<file path="config.mk">
export PLATFORM = sky130hd
export DESIGN_NAME = sync_serial_tx
export DESIGN_NICKNAME = d
export VERILOG_FILES = /design/src/rtl/sst_pkg.sv /design/src/rtl/sst_edge_detect.sv /design/src/rtl/sst_bit_counter.sv /design/src/rtl/sst_shifter.sv /design/src/rtl/sync_serial_tx.sv
export SDC_FILE = /design/constraint.sdc
export NUM_CORES = 1
export LEC_CHECK = 0
export ABC_CLOCK_PERIOD_IN_PS = 2300
export BUFFER_PORTS_ARGS = -buffer_cell sky130_fd_sc_hd__clkbuf_2
export CAP_MARGIN = 20
export CORE_UTILIZATION = 38
export DETAILED_ROUTE_END_ITERATION = 16
export SLEW_MARGIN = 20
export SYNTH_ARGS = -nofsm -noshare
export SYNTH_HDL_FRONTEND = slang
export SYNTH_SLANG_ARGS = --single-unit
</file>
<file path="constraint.sdc">
create_clock -name clk -period 2.3 [get_ports clk]
set_input_delay 0.46 -clock clk [delete_from_list [all_inputs] [get_ports clk]]
set_output_delay 0.46 -clock clk [all_outputs]
set_load 0.02 [all_outputs]
</file>
<file path="src/rtl/sst_pkg.sv">
package sst_pkg;
  localparam int unsigned DATA_W = 32;
  localparam int unsigned LEN_W  = $clog2(DATA_W);

  typedef struct packed {
    logic             single;
    logic             clk_inv;
    logic [LEN_W-1:0] len_m1;
  } sst_cfg_t;
endpackage

</file>
<file path="src/rtl/sst_edge_detect.sv">
module sst_edge_detect #(
  parameter int unsigned STAGES = 2
) (
  input  logic clk,
  input  logic rst_n,
  input  logic sclk_in,
  input  logic invert,
  output logic act_edge
);
  localparam int unsigned HIST = STAGES + 1;

  logic [HIST-1:0] hist_q, hist_d;
  logic            lvl_now, lvl_old;

  always_comb hist_d = {hist_q[HIST-2:0], sclk_in};

  always_ff @(posedge clk or negedge rst_n) begin
    if (!rst_n) hist_q <= '0;
    else        hist_q <= hist_d;
  end

  always_comb begin
    lvl_now  = hist_q[STAGES-1] ^ invert;
    lvl_old  = hist_q[STAGES]   ^ invert;
    act_edge = lvl_now & ~lvl_old;
  end

  // an active edge is a single-cycle pulse
  assert_edge_pulse_R4: assert property (@(posedge clk) disable iff (!rst_n)
    (act_edge && $stable(invert)) |=> !act_edge);
endmodule

</file>
<file path="src/rtl/sst_bit_counter.sv">
module sst_bit_counter #(
  parameter int unsigned LEN_W = 5
) (
  input  logic             clk,
  input  logic             rst_n,
  input  logic             en,
  input  logic             step,
  input  logic [LEN_W-1:0] len_m1,
  output logic             boundary
);
  logic [LEN_W-1:0] cnt_q, cnt_d;
  logic             cnt_ce;

  always_comb begin
    boundary = step && (cnt_q >= len_m1);
    cnt_ce   = !en || step;
    cnt_d    = cnt_q;
    if (!en)           cnt_d = '0;
    else if (boundary) cnt_d = '0;
    else if (step)     cnt_d = cnt_q + 1'b1;
  end

  always_ff @(posedge clk or negedge rst_n) begin
    if (!rst_n)      cnt_q <= '0;
    else if (cnt_ce) cnt_q <= cnt_d;
  end

  assert_count_adv_R9: assert property (@(posedge clk) disable iff (!rst_n)
    (en && step && !boundary) |=> (cnt_q == $past(cnt_q) + 1'b1));
  assert_count_wrap_R5: assert property (@(posedge clk) disable iff (!rst_n)
    (en && boundary) |=> (cnt_q == '0));
  assert_count_hold_R9: assert property (@(posedge clk) disable iff (!rst_n)
    (en && !step) |=> $stable(cnt_q));
endmodule

</file>
<file path="src/rtl/sst_shifter.sv">
module sst_shifter #(
  parameter int unsigned DATA_W = 32
) (
  input  logic              clk,
  input  logic              rst_n,
  input  logic              en,
  input  logic              load,
  input  logic [DATA_W-1:0] load_data,
  input  logic              step,
  input  logic              boundary,
  input  logic              single,
  output logic              bit_out
);
  logic [DATA_W-1:0] sh_q, sh_d;
  logic              sh_ce;

  always_comb begin
    sh_ce = !en || load || step;
    sh_d  = sh_q;
    if (!en)                       sh_d = '0;
    else if (load)                 sh_d = load_data;
    else if (step && boundary && single) sh_d = '0;
    else if (step)                 sh_d = {1'b0, sh_q[DATA_W-1:1]};
  end

  always_ff @(posedge clk or negedge rst_n) begin
    if (!rst_n)     sh_q <= '0;
    else if (sh_ce) sh_q <= sh_d;
  end

  assign bit_out = sh_q[0];

  assert_shift_lsb_R3: assert property (@(posedge clk) disable iff (!rst_n)
    (en && step && !load && !(boundary && single)) |=> (sh_q == ($past(sh_q) >> 1)));
  assert_single_idle_R6: assert property (@(posedge clk) disable iff (!rst_n)
    (en && step && boundary && single && !load) |=> (sh_q == '0));
  assert_load_R2: assert property (@(posedge clk) disable iff (!rst_n)
    (en && load) |=> (bit_out == $past(load_data[0])));
endmodule

</file>
<file path="src/rtl/sync_serial_tx.sv">
module sync_serial_tx
  import sst_pkg::*;
#(
  parameter int unsigned DW = DATA_W,
  parameter int unsigned LW = $clog2(DW)
) (
  input  logic          clk,
  input  logic          rst_n,
  input  logic          enable,
  input  logic [LW-1:0] cfg_len_m1,
  input  logic          cfg_single,
  input  logic          cfg_clk_inv,
  input  logic          sclk_in,
  input  logic          wr_stb,
  input  logic [DW-1:0] wr_data,
  output logic          tx_out,
  output logic          word_done
);
  logic act_edge, step, boundary, load;
  logic loaded_q, loaded_d, done_q, done_d, flag_ce;

  sst_edge_detect #(.STAGES(2)) u_edge (
    .clk(clk), .rst_n(rst_n), .sclk_in(sclk_in),
    .invert(cfg_clk_inv), .act_edge(act_edge)
  );

  always_comb begin
    step = enable && act_edge;
    load = enable && wr_stb;
  end

  sst_bit_counter #(.LEN_W(LW)) u_cnt (
    .clk(clk), .rst_n(rst_n), .en(enable), .step(step),
    .len_m1(cfg_len_m1), .boundary(boundary)
  );

  sst_shifter #(.DATA_W(DW)) u_sh (
    .clk(clk), .rst_n(rst_n), .en(enable), .load(load),
    .load_data(wr_data), .step(step), .boundary(boundary),
    .single(cfg_single), .bit_out(tx_out)
  );

  always_comb begin
    flag_ce  = !enable || load || boundary;
    loaded_d = loaded_q;
    done_d   = done_q;
    if (!enable) begin
      loaded_d = 1'b0;
      done_d   = 1'b0;
    end else if (load) begin
      loaded_d = 1'b1;
      done_d   = 1'b0;
    end else if (boundary) begin
      loaded_d = 1'b0;
      done_d   = done_q | loaded_q;
    end
  end

  always_ff @(posedge clk or negedge rst_n) begin
    if (!rst_n) begin
      loaded_q <= 1'b0;
      done_q   <= 1'b0;
    end else if (flag_ce) begin
      loaded_q <= loaded_d;
      done_q   <= done_d;
    end
  end

  assign word_done = done_q;

  assert_idle_low_R1: assert property (@(posedge clk) disable iff (!rst_n)
    !enable |=> (!tx_out && !word_done));
  assert_done_clear_R8: assert property (@(posedge clk) disable iff (!rst_n)
    (enable && wr_stb) |=> !word_done);
  assert_done_hold_R8: assert property (@(posedge clk) disable iff (!rst_n)
    (enable && word_done && !wr_stb) |=> word_done);
endmodule

</file>
==> impl.org <==
** Placed design
- Routability-driven placement finished with a final weighted congestion of 0.761.
- Once placement finished, the instance area stood at approximately 2300 µm².
- The HPWL after detailed placement is between 2000 and 3000 µm.
- PortBufs :: 45

** Global routing
- Antenna violations before repair :: 0
- In the global route stage, overall resource usage came out at 0.176.
- Entering global routing, the biggest net connects 43 pins.
- The first global-routing pass estimated 7350 µm of wire.
- The number of global-route vias before repair is roughly 1.6k.
- After global routing the overflow that remains totals 0.

** Routing
- The count of nets left with antenna violations once routing finished came out at 0.
- The detailed router placed 1567 vias in this run.
- After detailed routing, the average wire length per cell comes to 15.2 µm.
- Total Routed Length :: around 4300 µm
- For this run, design rule violations remaining after detail routing come to 0.
- Drt first-iter violations :: about 110
- Ratio of routed vias to standard cells :: about 5.5
- The first TritonRoute pass finished after 4 iterations.

** Setup path
- Data arrival, critical path :: between 2000 and 2500 ps
- The setup path with the least slack is of type reg2reg.
- The worst setup path is launched from a register.
- Critical Path RT :: about 2500 ps
- Maximum fanout encountered on the critical timing path :: 31
- STA classifies the critical path endpoint as a register.

** Timing
- In the finished design, the share of the clock period the worst path needs comes to 0.877.
- The final max-slew violation count was 0.
- Time the worst path needs with I/O delays and setup :: slightly above 2000 ps
- Slew Limit Headroom :: 0.653
- Setup violations remaining at the end of the flow were counted as 0.
- At the pin with the least slew margin, the transition time is about 520 ps.
- Unrepaired setup endpoints after global routing :: no
- The final count of hold timing violations is 0.
- Max Clock Freq :: between 0.4 and 0.5 GHz
- For the final routed database, the setup TNS stands at 0 ps.
- For the final database, setup skew stands at 9.06 ps.

** Clock tree
- Buffers inserted by post-CTS timing repair :: 0
- In this run the clock root is driven by a clkbuf_8.
- The clock drives 42 sinks.
- Clock latency on the worst-skew pair, taken at its later pin, is approximately 290 ps.
- The clock passes through at most 2 buffers.
- Buffers inserted to repair hold after CTS numbered 0.
- Total CTS buffers :: 5
- Clock transition at path regs :: ~80 ps
- Clock tree from TritonCTS :: yes
- Post-cts gate resize count :: 0
- H-tree level count :: 2

** Yosys
- When the netlist entered floorplanning its net count stood at 220.
- Instance count of the mapped netlist :: 170
- A synthesized cell averages ~12 µm².
- During synthesis, Yosys emitted a total of 0 warnings.
- Register area share after synthesis :: 0.531
- The synthesized design contains 0 enable-type register cells.
- The mapped netlist covers 1980 µm².
- For this run, asynchronously set or reset flops after synthesis account for 1.00.
- In this run, synthesis produced a sequential element count of 42.
- After synthesis, the netlist uses 29 different library cells.
- Predominant post-synthesis flop cell :: dfrtp_1

** Layout
- The library cell used most frequently in the layout, excluding fill and tap cells, is clkbuf_2.
- Diode count :: 0
- Total of fill cells in the finished design :: ~470
- Ratio of cells with drive above 1 in the final layout :: 0.296
- The net count of the finished layout is 265.
- The top cell types in the final layout, fill and taps aside, are 45 x clkbuf_2, 42 x dfrtp_1, 31 x and3_1, 31 x a221o_1, 7 x nand2_1.
- Area added between synthesis and finish :: 19.7%
- Total non-filler cell area in the finished layout :: approximately 2400 µm²

** Floorplan
- Starting utilization of the core area :: 0.406
- During I/O placement, the number of pins put on the boundary was 46.
- Measured along the y axis, the die boundary spans about 74 µm.
- After floorplanning, the core was divided into 25 placement rows.
- Die outline area :: approximately 5500 µm²
- The die is approximately 74 µm wide.
- Core footprint :: 4880 µm²

** Power
- The analysis attributes to cell leakage a power of 1.26 nW.
- The worst-case IR drop observed on VDD is around 0.30 mV.
- Power spread over the standard cell area amounts to roughly 650 nW/µm².

** Hold path
- In this run the worst hold path is classified as in2async.

** Job
- Max-cap violations :: 0

** Status
- The flow ran to the end, and the final reports show no timing, DRC or antenna violations.
[synthesized netlist by cell type (3+ instances only)]
master    number  area (µm²)
a221o_1       31         310
ha_1           6        75.1
a31oi_1        3        18.8
nor2_1         3        11.3
nand2_1        7        26.3
clkbuf_1       6        22.5
dfrtp_1       42        1050
a21oi_1        4        20.0
and3_1        31         194
buf_6          3        33.8
inv_1          6        22.5
nand3_1        5        25.0
buf_2          3        15.0
[metal layers]
| metal | track usage | vias up | share of wire |
|---|---|---|---|
| li1 | - | 756 | - |
| met1 | 0.251 | 765 | 0.50 |
| met2 | 0.263 | 44 | 0.45 |
| met3 | 0.0556 | 2 | 0.048 |
| met4 | 0.0385 | 0 | 0.0051 |
| met5 | 0 | - | 0 |
[registers in the layout, indices dropped and copies added (netlist names)]
name	flops
loaded_q	1
u_sh.sh_q	32
u_cnt.cnt_q	5
word_done	1
u_edge.hist_q	3
[stage by stage]
step / power (W) / setup slack, ps / utilization / cells / hold WS, ps
finish: 0.00154 / 282 / 0.485 / 283 / 228
CTS: 0.00156 / 270 / 0.485 / 283 / 240
floorplan: 0.000911 / 374 / - / 170 / 164
global route: 0.00161 / 81.1 / 0.485 / 283 / 264
detailed placement: 0.000989 / 154 / 0.463 / 275 / 336
global placement: 0.000982 / 231 / 0.463 / 275 / 340
[worst max-delay path, cell delays in order (launching register included)]
cell      delay, ps
dfrtp_1         400
inv_1            80
ha_1            260
nand2b_1        100
a31oi_2         110
o21ai_2         240
a21oi_2          80
buf_4           230
a221o_1         390
[cells by family (layout without fill, tap and decap cells)]
group,Yosys count,after routing,share of synthesized area
adder cells (fa/ha/maj),6,6,0.0379
AO/OA/AOI/OAI,49,49,0.224
flip-flops,42,42,0.531
buffers and inverters,18,64,0.0474
AND/OR/NAND/NOR,55,55,0.160
[layout make-up]
cell class	count	area, µm²	area share
well taps	67	83.8	0.0354
flip-flops and latches	42	1050	0.444
inverters	6	22.5	0.00951
clock buffers	5	68.8	0.0291
multi-input cells	110	840	0.354
repair buffers	50	263	0.111
clock inverters	3	40.0	0.0169
[path summary, 6_finish.rpt]
kind | from | to | slack [ps] | cells past startpoint
min reg2reg | u_edge.hist_q[0]$_DFF_PN0_ | u_edge.hist_q[1]$_DFF_PN0_ | 350 | 0
max | u_cnt.cnt_q[0]$_DFFE_PN0P_ | u_sh.sh_q[13]$_DFFE_PN0P_ | 280 | 8
max reg2reg | u_cnt.cnt_q[0]$_DFFE_PN0P_ | u_sh.sh_q[13]$_DFFE_PN0P_ | 280 | 8
min | rst_n | u_sh.sh_q[0]$_DFFE_PN0P_ | 230 | 2
max in group asynchronous | rst_n | u_cnt.cnt_q[0]$_DFFE_PN0P_ | 1710 | 2
min in group clk | sclk_in | u_edge.hist_q[0]$_DFF_PN0_ | 280 | 1
[where the power goes]
group	internal (W)	leakage, nW	switching, W
sequential	0.000778	0.556	0.0000265
clock	0.000319	0.0579	0.000242
combinational	0.0000816	0.648	0.0000887
No activity file was read; power rests on OpenSTA's default activity.
